### src/rtl/pgmem_read_pkg.sv
package pgmem_read_pkg;
  localparam int unsigned ADDR_W = 16;
  localparam logic [7:0] CRC_FB = 8'h8C;  // reflected x^8+x^5+x^4+1
  localparam logic [7:0] IDLE_BYTE = 8'hFF;

  typedef enum logic [3:0] {
    ST_IDLE,
    ST_ADDR_LO,
    ST_ADDR_HI,
    ST_HDR,
    ST_FETCH,
    ST_WAIT,
    ST_DATA,
    ST_CRC,
    ST_TAIL
  } rd_state_e;
endpackage

### src/rtl/pgmem_crc8.sv
module pgmem_crc8
  import pgmem_read_pkg::*;
(
  input  logic [7:0] crc_i,
  input  logic [7:0] data_i,
  output logic [7:0] crc_o
);
  logic [7:0] stage [0:8];

  assign stage[0] = crc_i;

  for (genvar b = 0; b < 8; b++) begin : g_bit
    logic fb;
    assign fb = stage[b][0] ^ data_i[b];
    assign stage[b+1] = {1'b0, stage[b][7:1]} ^ (fb ? CRC_FB : 8'h00);
  end

  assign crc_o = stage[8];
endmodule

### src/rtl/pgmem_cmd_dec.sv
module pgmem_cmd_dec #(
  parameter logic [7:0] CMD_PAGE  = 8'hC3,
  parameter logic [7:0] CMD_FIELD = 8'hF0
) (
  input  logic [7:0] byte_i,
  input  logic       selected_i,
  output logic       hit_o,
  output logic       page_o
);
  logic is_page, is_field;

  assign is_page  = (byte_i == CMD_PAGE);
  assign is_field = (byte_i == CMD_FIELD);
  assign hit_o    = selected_i && (is_page || is_field);
  assign page_o   = is_page;
endmodule

### src/rtl/pgmem_addr_ctr.sv
module pgmem_addr_ctr
  import pgmem_read_pkg::*;
#(
  parameter int unsigned         PAGE_LSB = 5,
  parameter logic [ADDR_W-1:0]   MAP_LAST = 16'h010F
) (
  input  logic              clk_i,
  input  logic              rst_ni,
  input  logic              load_lo_i,
  input  logic              load_hi_i,
  input  logic [7:0]        byte_i,
  input  logic              incr_i,
  output logic [ADDR_W-1:0] addr_o,
  output logic              page_last_o,
  output logic              map_last_o,
  output logic              beyond_o
);
  logic [ADDR_W-1:0] addr_q;

  always_ff @(posedge clk_i or negedge rst_ni) begin
    if (!rst_ni) begin
      addr_q <= '0;
    end else if (load_lo_i) begin
      addr_q[7:0] <= byte_i;
    end else if (load_hi_i) begin
      addr_q[15:8] <= byte_i;
    end else if (incr_i) begin
      addr_q <= addr_q + 1'b1;
    end
  end

  assign addr_o      = addr_q;
  assign page_last_o = &addr_q[PAGE_LSB-1:0];
  assign map_last_o  = (addr_q == MAP_LAST);
  assign beyond_o    = (addr_q > MAP_LAST);
endmodule

### src/rtl/pgmem_read.sv
module pgmem_read
  import pgmem_read_pkg::*;
#(
  parameter int unsigned       PAGE_BYTES = 32,
  parameter logic [ADDR_W-1:0] MAP_LAST   = 16'h010F,
  parameter logic [7:0]        CMD_PAGE   = 8'hC3,
  parameter logic [7:0]        CMD_FIELD  = 8'hF0,
  parameter int unsigned       MEM_AW     = $clog2(MAP_LAST + 1)
) (
  input  logic              clk_i,
  input  logic              rst_ni,
  input  logic              selected_i,
  input  logic              abort_i,
  input  logic              rx_valid_i,
  input  logic [7:0]        rx_byte_i,
  output logic              tx_valid_o,
  output logic [7:0]        tx_byte_o,
  input  logic              tx_ready_i,
  output logic              mem_rd_o,
  output logic [MEM_AW-1:0] mem_addr_o,
  input  logic [7:0]        mem_data_i
);
  localparam int unsigned PAGE_LSB = $clog2(PAGE_BYTES);

  rd_state_e         state_q, state_d;
  logic              page_q, page_d;
  logic              final_q, final_d;
  logic [7:0]        crc_q, crc_d;
  logic [7:0]        data_q, data_d;

  logic              cmd_hit, cmd_page;
  logic              load_lo, load_hi, incr;
  logic [ADDR_W-1:0] addr;
  logic              page_last, map_last, beyond;
  logic [7:0]        crc_din, crc_next;
  logic              rx_phase;
  logic              tx_take;

  pgmem_cmd_dec #(
    .CMD_PAGE (CMD_PAGE),
    .CMD_FIELD(CMD_FIELD)
  ) u_dec (
    .byte_i    (rx_byte_i),
    .selected_i(selected_i),
    .hit_o     (cmd_hit),
    .page_o    (cmd_page)
  );

  pgmem_addr_ctr #(
    .PAGE_LSB(PAGE_LSB),
    .MAP_LAST(MAP_LAST)
  ) u_addr (
    .clk_i      (clk_i),
    .rst_ni     (rst_ni),
    .load_lo_i  (load_lo),
    .load_hi_i  (load_hi),
    .byte_i     (rx_byte_i),
    .incr_i     (incr),
    .addr_o     (addr),
    .page_last_o(page_last),
    .map_last_o (map_last),
    .beyond_o   (beyond)
  );

  // header bytes come from the link, data bytes from the fetch register
  assign rx_phase = (state_q == ST_IDLE) || (state_q == ST_ADDR_LO) ||
                    (state_q == ST_ADDR_HI);
  assign crc_din  = rx_phase ? rx_byte_i : data_q;

  pgmem_crc8 u_crc (
    .crc_i (crc_q),
    .data_i(crc_din),
    .crc_o (crc_next)
  );

  assign tx_take = tx_valid_o && tx_ready_i;

  always_comb begin
    state_d = state_q;
    page_d  = page_q;
    final_d = final_q;
    crc_d   = crc_q;
    data_d  = data_q;
    load_lo = 1'b0;
    load_hi = 1'b0;
    incr    = 1'b0;
    unique case (state_q)
      ST_IDLE: if (rx_valid_i && cmd_hit) begin
        crc_d   = crc_next;
        page_d  = cmd_page;
        final_d = 1'b0;
        state_d = ST_ADDR_LO;
      end
      ST_ADDR_LO: if (rx_valid_i) begin
        crc_d   = crc_next;
        load_lo = 1'b1;
        state_d = ST_ADDR_HI;
      end
      ST_ADDR_HI: if (rx_valid_i) begin
        crc_d   = crc_next;
        load_hi = 1'b1;
        state_d = ST_HDR;
      end
      ST_HDR: if (tx_take) begin
        crc_d   = 8'h00;
        state_d = ST_FETCH;
      end
      ST_FETCH: begin
        if (beyond) begin
          final_d = 1'b1;
          state_d = ST_CRC;
        end else begin
          state_d = ST_WAIT;
        end
      end
      ST_WAIT: begin
        data_d  = mem_data_i;
        state_d = ST_DATA;
      end
      ST_DATA: if (tx_take) begin
        crc_d = crc_next;
        incr  = 1'b1;
        if (map_last) begin
          final_d = 1'b1;
          state_d = ST_CRC;
        end else if (page_q && page_last) begin
          state_d = ST_CRC;
        end else begin
          state_d = ST_FETCH;
        end
      end
      ST_CRC: if (tx_take) begin
        crc_d   = 8'h00;
        state_d = final_q ? ST_TAIL : ST_FETCH;
      end
      ST_TAIL: ;
      default: state_d = ST_IDLE;
    endcase
    if (abort_i) begin
      state_d = ST_IDLE;
      crc_d   = 8'h00;
      final_d = 1'b0;
      load_lo = 1'b0;
      load_hi = 1'b0;
      incr    = 1'b0;
    end
  end

  always_ff @(posedge clk_i or negedge rst_ni) begin
    if (!rst_ni) begin
      state_q <= ST_IDLE;
      page_q  <= 1'b0;
      final_q <= 1'b0;
      crc_q   <= 8'h00;
      data_q  <= 8'h00;
    end else begin
      state_q <= state_d;
      page_q  <= page_d;
      final_q <= final_d;
      crc_q   <= crc_d;
      data_q  <= data_d;
    end
  end

  always_comb begin
    tx_valid_o = 1'b1;
    unique case (state_q)
      ST_HDR, ST_CRC: tx_byte_o = crc_q;
      ST_DATA:        tx_byte_o = data_q;
      ST_TAIL:        tx_byte_o = IDLE_BYTE;
      default: begin
        tx_valid_o = 1'b0;
        tx_byte_o  = 8'h00;
      end
    endcase
  end

  assign mem_rd_o   = (state_q == ST_FETCH) && !beyond && !abort_i;
  assign mem_addr_o = addr[MEM_AW-1:0];
endmodule

### config.mk
export PLATFORM = sky130hd
export DESIGN_NAME = pgmem_read
export DESIGN_NICKNAME = d
export VERILOG_FILES = /design/src/rtl/pgmem_read_pkg.sv /design/src/rtl/pgmem_crc8.sv /design/src/rtl/pgmem_cmd_dec.sv /design/src/rtl/pgmem_addr_ctr.sv /design/src/rtl/pgmem_read.sv
export SDC_FILE = /design/constraint.sdc
export NUM_CORES = 1
export LEC_CHECK = 0
export BUFFER_PORTS_ARGS = -buffer_cell sky130_fd_sc_hd__buf_2
export CAP_MARGIN = 30
export CORE_ASPECT_RATIO = 1.25
export CORE_UTILIZATION = 30
export DETAILED_ROUTE_END_ITERATION = 16
export GPL_ROUTABILITY_DRIVEN = 0
export PLACE_DENSITY_LB_ADDON = 0.05
export SETUP_SLACK_MARGIN = 0.15
export SYNTH_ARGS = -nofsm -noshare
export SYNTH_HDL_FRONTEND = slang
export SYNTH_SLANG_ARGS = --single-unit
### constraint.sdc
create_clock -name clk_i -period 2.9 [get_ports clk_i]
set_input_delay 0.435 -clock clk_i [delete_from_list [all_inputs] [get_ports clk_i]]
set_output_delay 0.435 -clock clk_i [all_outputs]
set_load 0.05 [all_outputs]
-- Word level (Yosys, flattened, before mapping)
Cells that the tools add are included.
- eq/ne operators: 23
- mux-type cells: 47
- reductions and logical operators: 26
- add/subtract/negate cells: 1
- bitwise gates (word level): 17
- $lt $le $gt $ge: 1
- operator list (cell ; count):
    $mux 8 ; 17
    $xor 7x8->8 ; 8
    $pmux 4 s9 ; 1
    $mux 4 ; 8
    $pmux 8 s4 ; 1
    $pmux 8 s3 ; 1
    $ne 3x3->1 const B ; 7
    $add 16x1->16 const B ; 1
    $eq 16x9->1 const B ; 1
    $eq 4x3->1 const B ; 4
    $eq 8x8->1 const B ; 2
    $gt 16x9->1 const B ; 1
    $mux 16 ; 1
    $reduce_and 5->1 ; 3
    $mux 1 ; 14
    $eq 4x2->1 const B ; 2
    $xor 1x1->1 ; 8
    $reduce_and 7->1 ; 1
    $logic_and 1x1->1 ; 6
    $mux 2 ; 3
    $ne 3x1->1 const B ; 2
    $reduce_and 2->1 ; 3
    $reduce_bool 5->1 ; 1
    $eq 4x1->1 const B ; 1
    other kinds (12) ; 18
- flip-flop bits (word level): 38

-- Logic depth before layout (Yosys ltp)
- depth after elaboration: 31
- depth in mapped cells: 8

-- Cells and area by module
From an unflattened synthesis, not the netlist that was laid out.
- cells, all modules: 297
- area, all modules: 2778.9 um^2
- by module, submodules not included (module ; times used ; area an instance (um^2) ; sequential area each (um^2) ; cells an instance):
    pgmem_read ; 1 ; 1423.9 ; 550.5 ; 146
    pgmem_addr_ctr ; 1 ; 1033.5 ; 400.4 ; 119
    pgmem_crc8 ; 1 ; 267.8 ; 0.0 ; 26
    pgmem_cmd_dec ; 1 ; 53.8 ; 0.0 ; 6

-- Worst setup path before layout
OpenSTA, ideal clock, no wires.
- path type: register -> register
- start point: register state_q[3]
- end point: register final_q
- library setup time: 0.083 ns
- arrival: 2.470 ns
- path slack: 0.348 ns
- stages on the path, launching flop included: 8
- path buffers: 1
- cell sequence: dfrtp_1 nand2b_1 clkbuf_1 o21ai_0 nand3_1 a31oi_1 a22oi_1 o22ai_1
- word-level cells in the longest chain between the ends: 6
- elaborated cells on any way between the ends: 17
- classes of those cells: eq/ne: 9; mux: 3; reduce/logical: 5
- RTL lines (element ; RTL line ; text):
    start: declaration ; pgmem_read.sv:25 ; rd_state_e state_q, state_d;
    start signal: assignment ; pgmem_read.sv:157 ; state_q <= state_d;
    $eq 4x4->1, or another cell as far along ; pgmem_read.sv:167 ; unique case (state_q)
    $reduce_or 4->1 (no source line) * ; - ;
    $mux 1 * ; pgmem_read.sv:167 ;
    via tx_valid_o ; pgmem_read.sv:16 ; output logic tx_valid_o,
    $logic_and 1x1->1 * ; pgmem_read.sv:76 ; assign tx_take = tx_valid_o && tx_ready_i;
    $ne 3x3->1 (no source line) * ; - ;
    $reduce_and 5->1 (no source line) * ; - ;
    end signal: assignment ; pgmem_read.sv:159 ; final_q <= final_d;
    end: declaration ; pgmem_read.sv:27 ; logic final_q, final_d;
Mark *: on every way through the listed nets, which the timed path passes. The rest lies on a longest branch.
A chain may end at the register's enable or synchronous reset.

-- Worst setup path in the final report
- start point: register state_q[1]
- end point: output tx_valid_o
- word-level cells in the longest chain between the ends: 3
- elaborated cells on any way between the ends: 6
- classes of those cells: eq/ne: 4; mux: 1; reduce/logical: 1
- RTL lines (element ; RTL line):
    $eq 4x4->1, or another cell as far along ; pgmem_read.sv:167
    $reduce_or 4->1 (no source line) * ; -
    $mux 1 * ; pgmem_read.sv:167
    end: declaration ; pgmem_read.sv:16
Every way passes the cells marked *; elsewhere a longest branch is shown, timed or not.

==> metrics.md <==
| Metric | Value |
|---|---|
| Total negative slack | `0 ps` |
| Vias | `2189` |
| FMAX | `379.2 MHz` |
| Crit path arrival time | `2200 ps` |
| CTS Root Cell | `clkbuf_8` |
| Mean Syn Cell Area | `9.276 um^2` |
| Critical path endpoint category | `primary output` |
| Crit share post-route | `90.93%` |
| # setup viols final | `0` |
| RSZ-0062 raised after global routing | `false` |
| Worst-path maximum fanout | `14` |
| Post-DP HPWL | `5415 um` |
| Die ar. | `8973 um^2` |
| VDD IR max | `0.3058 mV` |
| Top cell type by total area after synthesis | `dfrtp_1` |
| CTS Hold Bufs | `0` |
| Crit path cell chain | `buf_4 -> or4b_2 -> o21ai_0 -> buf_2` |
| Routed WL per cell | `17.13 um` |
| R2R depth | `7` |
| Final Slew Violations | `0` |
| Cells after Synth | `278` |
| CTS tree | `done` |
| Setup WS pre-CTS | `503.5 ps` |
| Num ports | `41` |
| Worst-Margin Slew | `634.4 ps` |
| Global router's overall resource usage | `16.98%` |
| #FFs+latches synth | `38` |
| First-pass iteration count of the detailed router | `6` |
| Initial antenna violation count | `0` |
| Die width | `84.93 um` |
| CTS Sinks | `38` |
| Cts bufs inserted | `5` |
| EDFF count, synth | `0` |
| P&R area growth vs syn | `16.25%` |
| DRT Wirelength | `7076 um` |
| Synthesized cell area | `2579 um^2` |
| Clock Skews | `7.974 ps` |
| Fillers | `881` |
| FP Rows | `37` |
| Syn nets | `302` |
| Detailed router's first-iteration violation count | `87` |
| Port bufs | `40` |
| Power per cell area | `1155 nW/um^2` |
| Layout Utilization | `36.18%` |
| Slew headroom | `57.48%` |
| Initial Util | `31.12%` |
| Netlist cell types | `49` |
| Synth top area share | `36.88%` |
| Tot Pwr | `3461 uW` |
| Post-synth top flop | `dfrtp_1` |
| Critical path's largest stage delay | `780 ps` |
| Longest Clk Path Bufs | `2` |
| Ratio of cells with drive above 1 in the final layout | `24.05%` |
| Critical path type | `reg -> out` |
| Clk_lat worst skew | `300 ps` |
| Crit path required time | `2470 ps` |
| CTS clk-pin slew, worst paths | `80 ps` |
| Global-route wire length before repair | `11660 um` |
| Synth cell count leaders | `38 x dfrtp_1, 28 x nor2_1, 26 x xnor2_1` |
| Die height | `105.7 um` |
| Largest net degree at the start of global routing | `39` |
| ANT cells | `0` |
| Nets | `339` |
| Critical Path Source Type | `register` |
| Endpoints failing hold | `0` |
| Gr ovfl total | `0` |
| Asr flop ratio synth | `100.0%` |
| Post-layout min period | `2637 ps` |
| PnR worst setup slack | `263.0 ps` |
| Sequential share of the synthesized area | `36.88%` |
| Ys Warns | `0` |
| Hold WC Path Type | `in -> async` |
| # Max-Cap Violations | `0` |
| # H-tree levels | `2` |
| P_leak | `0.001312 uW` |
| Vias/cell | `5.300` |
| Vias in the first global route | `2226` |
| DRC viols | `0` |
| Core area | `8287 um^2` |
| Count leader, synth | `dfrtp_1` |
| Detail Route Antenna Nets | `0` |
| Status | `complete, no violations` |
| Crit path max-delay cell type | `or4b_2` |
| Synth area leaders | `dfrtp_1 37%, xnor2_1 8.8%, a21oi_1 4.9%, mux2i_1 4.3%, nor2_1 4.1%` |
state kept, by name, indices dropped and copies added (netlist names):
register,cells
crc_q,8
u_addr.addr_o,16
data_q,8
page_q,1
final_q,1
state_q,4
cells by family (layout without fill, tap and decap cells):
group	Yosys count	after routing	synth area share, %
xor gates and xnor gates	39	39	14.07
adders and majority gates	2	2	0.9702
AOI/OAI and AO/OA	64	64	15.38
and+or+nand+nor	88	88	18.88
buffers and inverters	27	65	5.628
DFF	38	38	36.88
muxes	20	20	8.200
placed cells by master (no fill, tap or decap), types with 3 or more instances in the layout:
master    synthesis  final
o211ai_1          4      4
a22o_1            5      5
or4_1             3      3
buf_4             9     11
o21ai_0          13     13
a21oi_1          25     25
xnor2_1          26     26
buf_2             2     40
mux2_2            9      9
nand4_1           8      8
nor4bb_1          3      3
inv_1             5      5
a22oi_1           5      5
mux2i_1          11     11
dfrtp_1          38     38
nor2_1           28     28
nand2_1           8      8
and3_1           10     10
nand3_1           4      4
nor2b_1           5      5
xor2_1           11     11
clkbuf_8          0      5
nor4_1            4      4
final cells by class:
cell class / count / area, um^2 / area share [%]
flip-flops and latches: 38 / 950.9 / 31.72
inverters: 5 / 18.77 / 0.6260
clock inverters: 3 / 40.04 / 1.336
multi-input cells: 213 / 1488 / 49.62
well taps: 97 / 121.4 / 4.048
repair buffers: 52 / 310.3 / 10.35
clock buffers: 5 / 68.82 / 2.295
metrics by stage:
step / hold WS, ps / cell area (um^2) / cells
after floorplan: 139.4 / 2579 / 278
after global placement: 532.3 / 2856 / 404
after detailed placement: 538.0 / 2856 / 404
after CTS: 298.7 / 2965 / 412
after global routing: 96.71 / 2998 / 413
final: 65.47 / 2998 / 413
critical path, delay by kind of cell (launching register included):
family / cells / cell delay, ps
compound gates: 1 / 210
simple gates: 1 / 780
flops: 1 / 390
buf+inv: 2 / 530
path summary, 6_finish.rpt:
| check | start | endpoint | slack [ps] |
|---|---|---|---|
| min in group clk_i | mem_data_i[7] | data_q[7] | 370 |
| worst max-delay path | state_q[1] | tx_valid_o | 260 |
| worst min register to register | data_q[7] | data_q[7] | 550 |
| worst min-delay path | rst_ni | u_addr.addr_o[2] | 70 |
| worst max register to register | state_q[0] | crc_q[6] | 520 |
| max in group asynchronous | rst_ni | crc_q[6] | 2370 |
per-layer routing:
layer / global-route usage [%] / vias to the layer above / part of all wire [%]
met5: 0 / - / 0
met4: 7.022 / 0 / 2.6
met3: 3.211 / 12 / 3.6
met2: 28.98 / 51 / 49
met1: 20.88 / 1057 / 45
li1: - / 1069 / -
power breakdown:
part           leakage, uW  switching, uW  internal, uW
clock            0.0000579            203           253
sequential        0.000468            278           769
combinational     0.000786           1090           866
timing repair:
item                                    in CTS  in global routing
buffers inserted                             0                  0
endpoints found under the setup margin       0                  1
resized for setup                            0                  1
No activity file was read; power rests on OpenSTA's default activity.
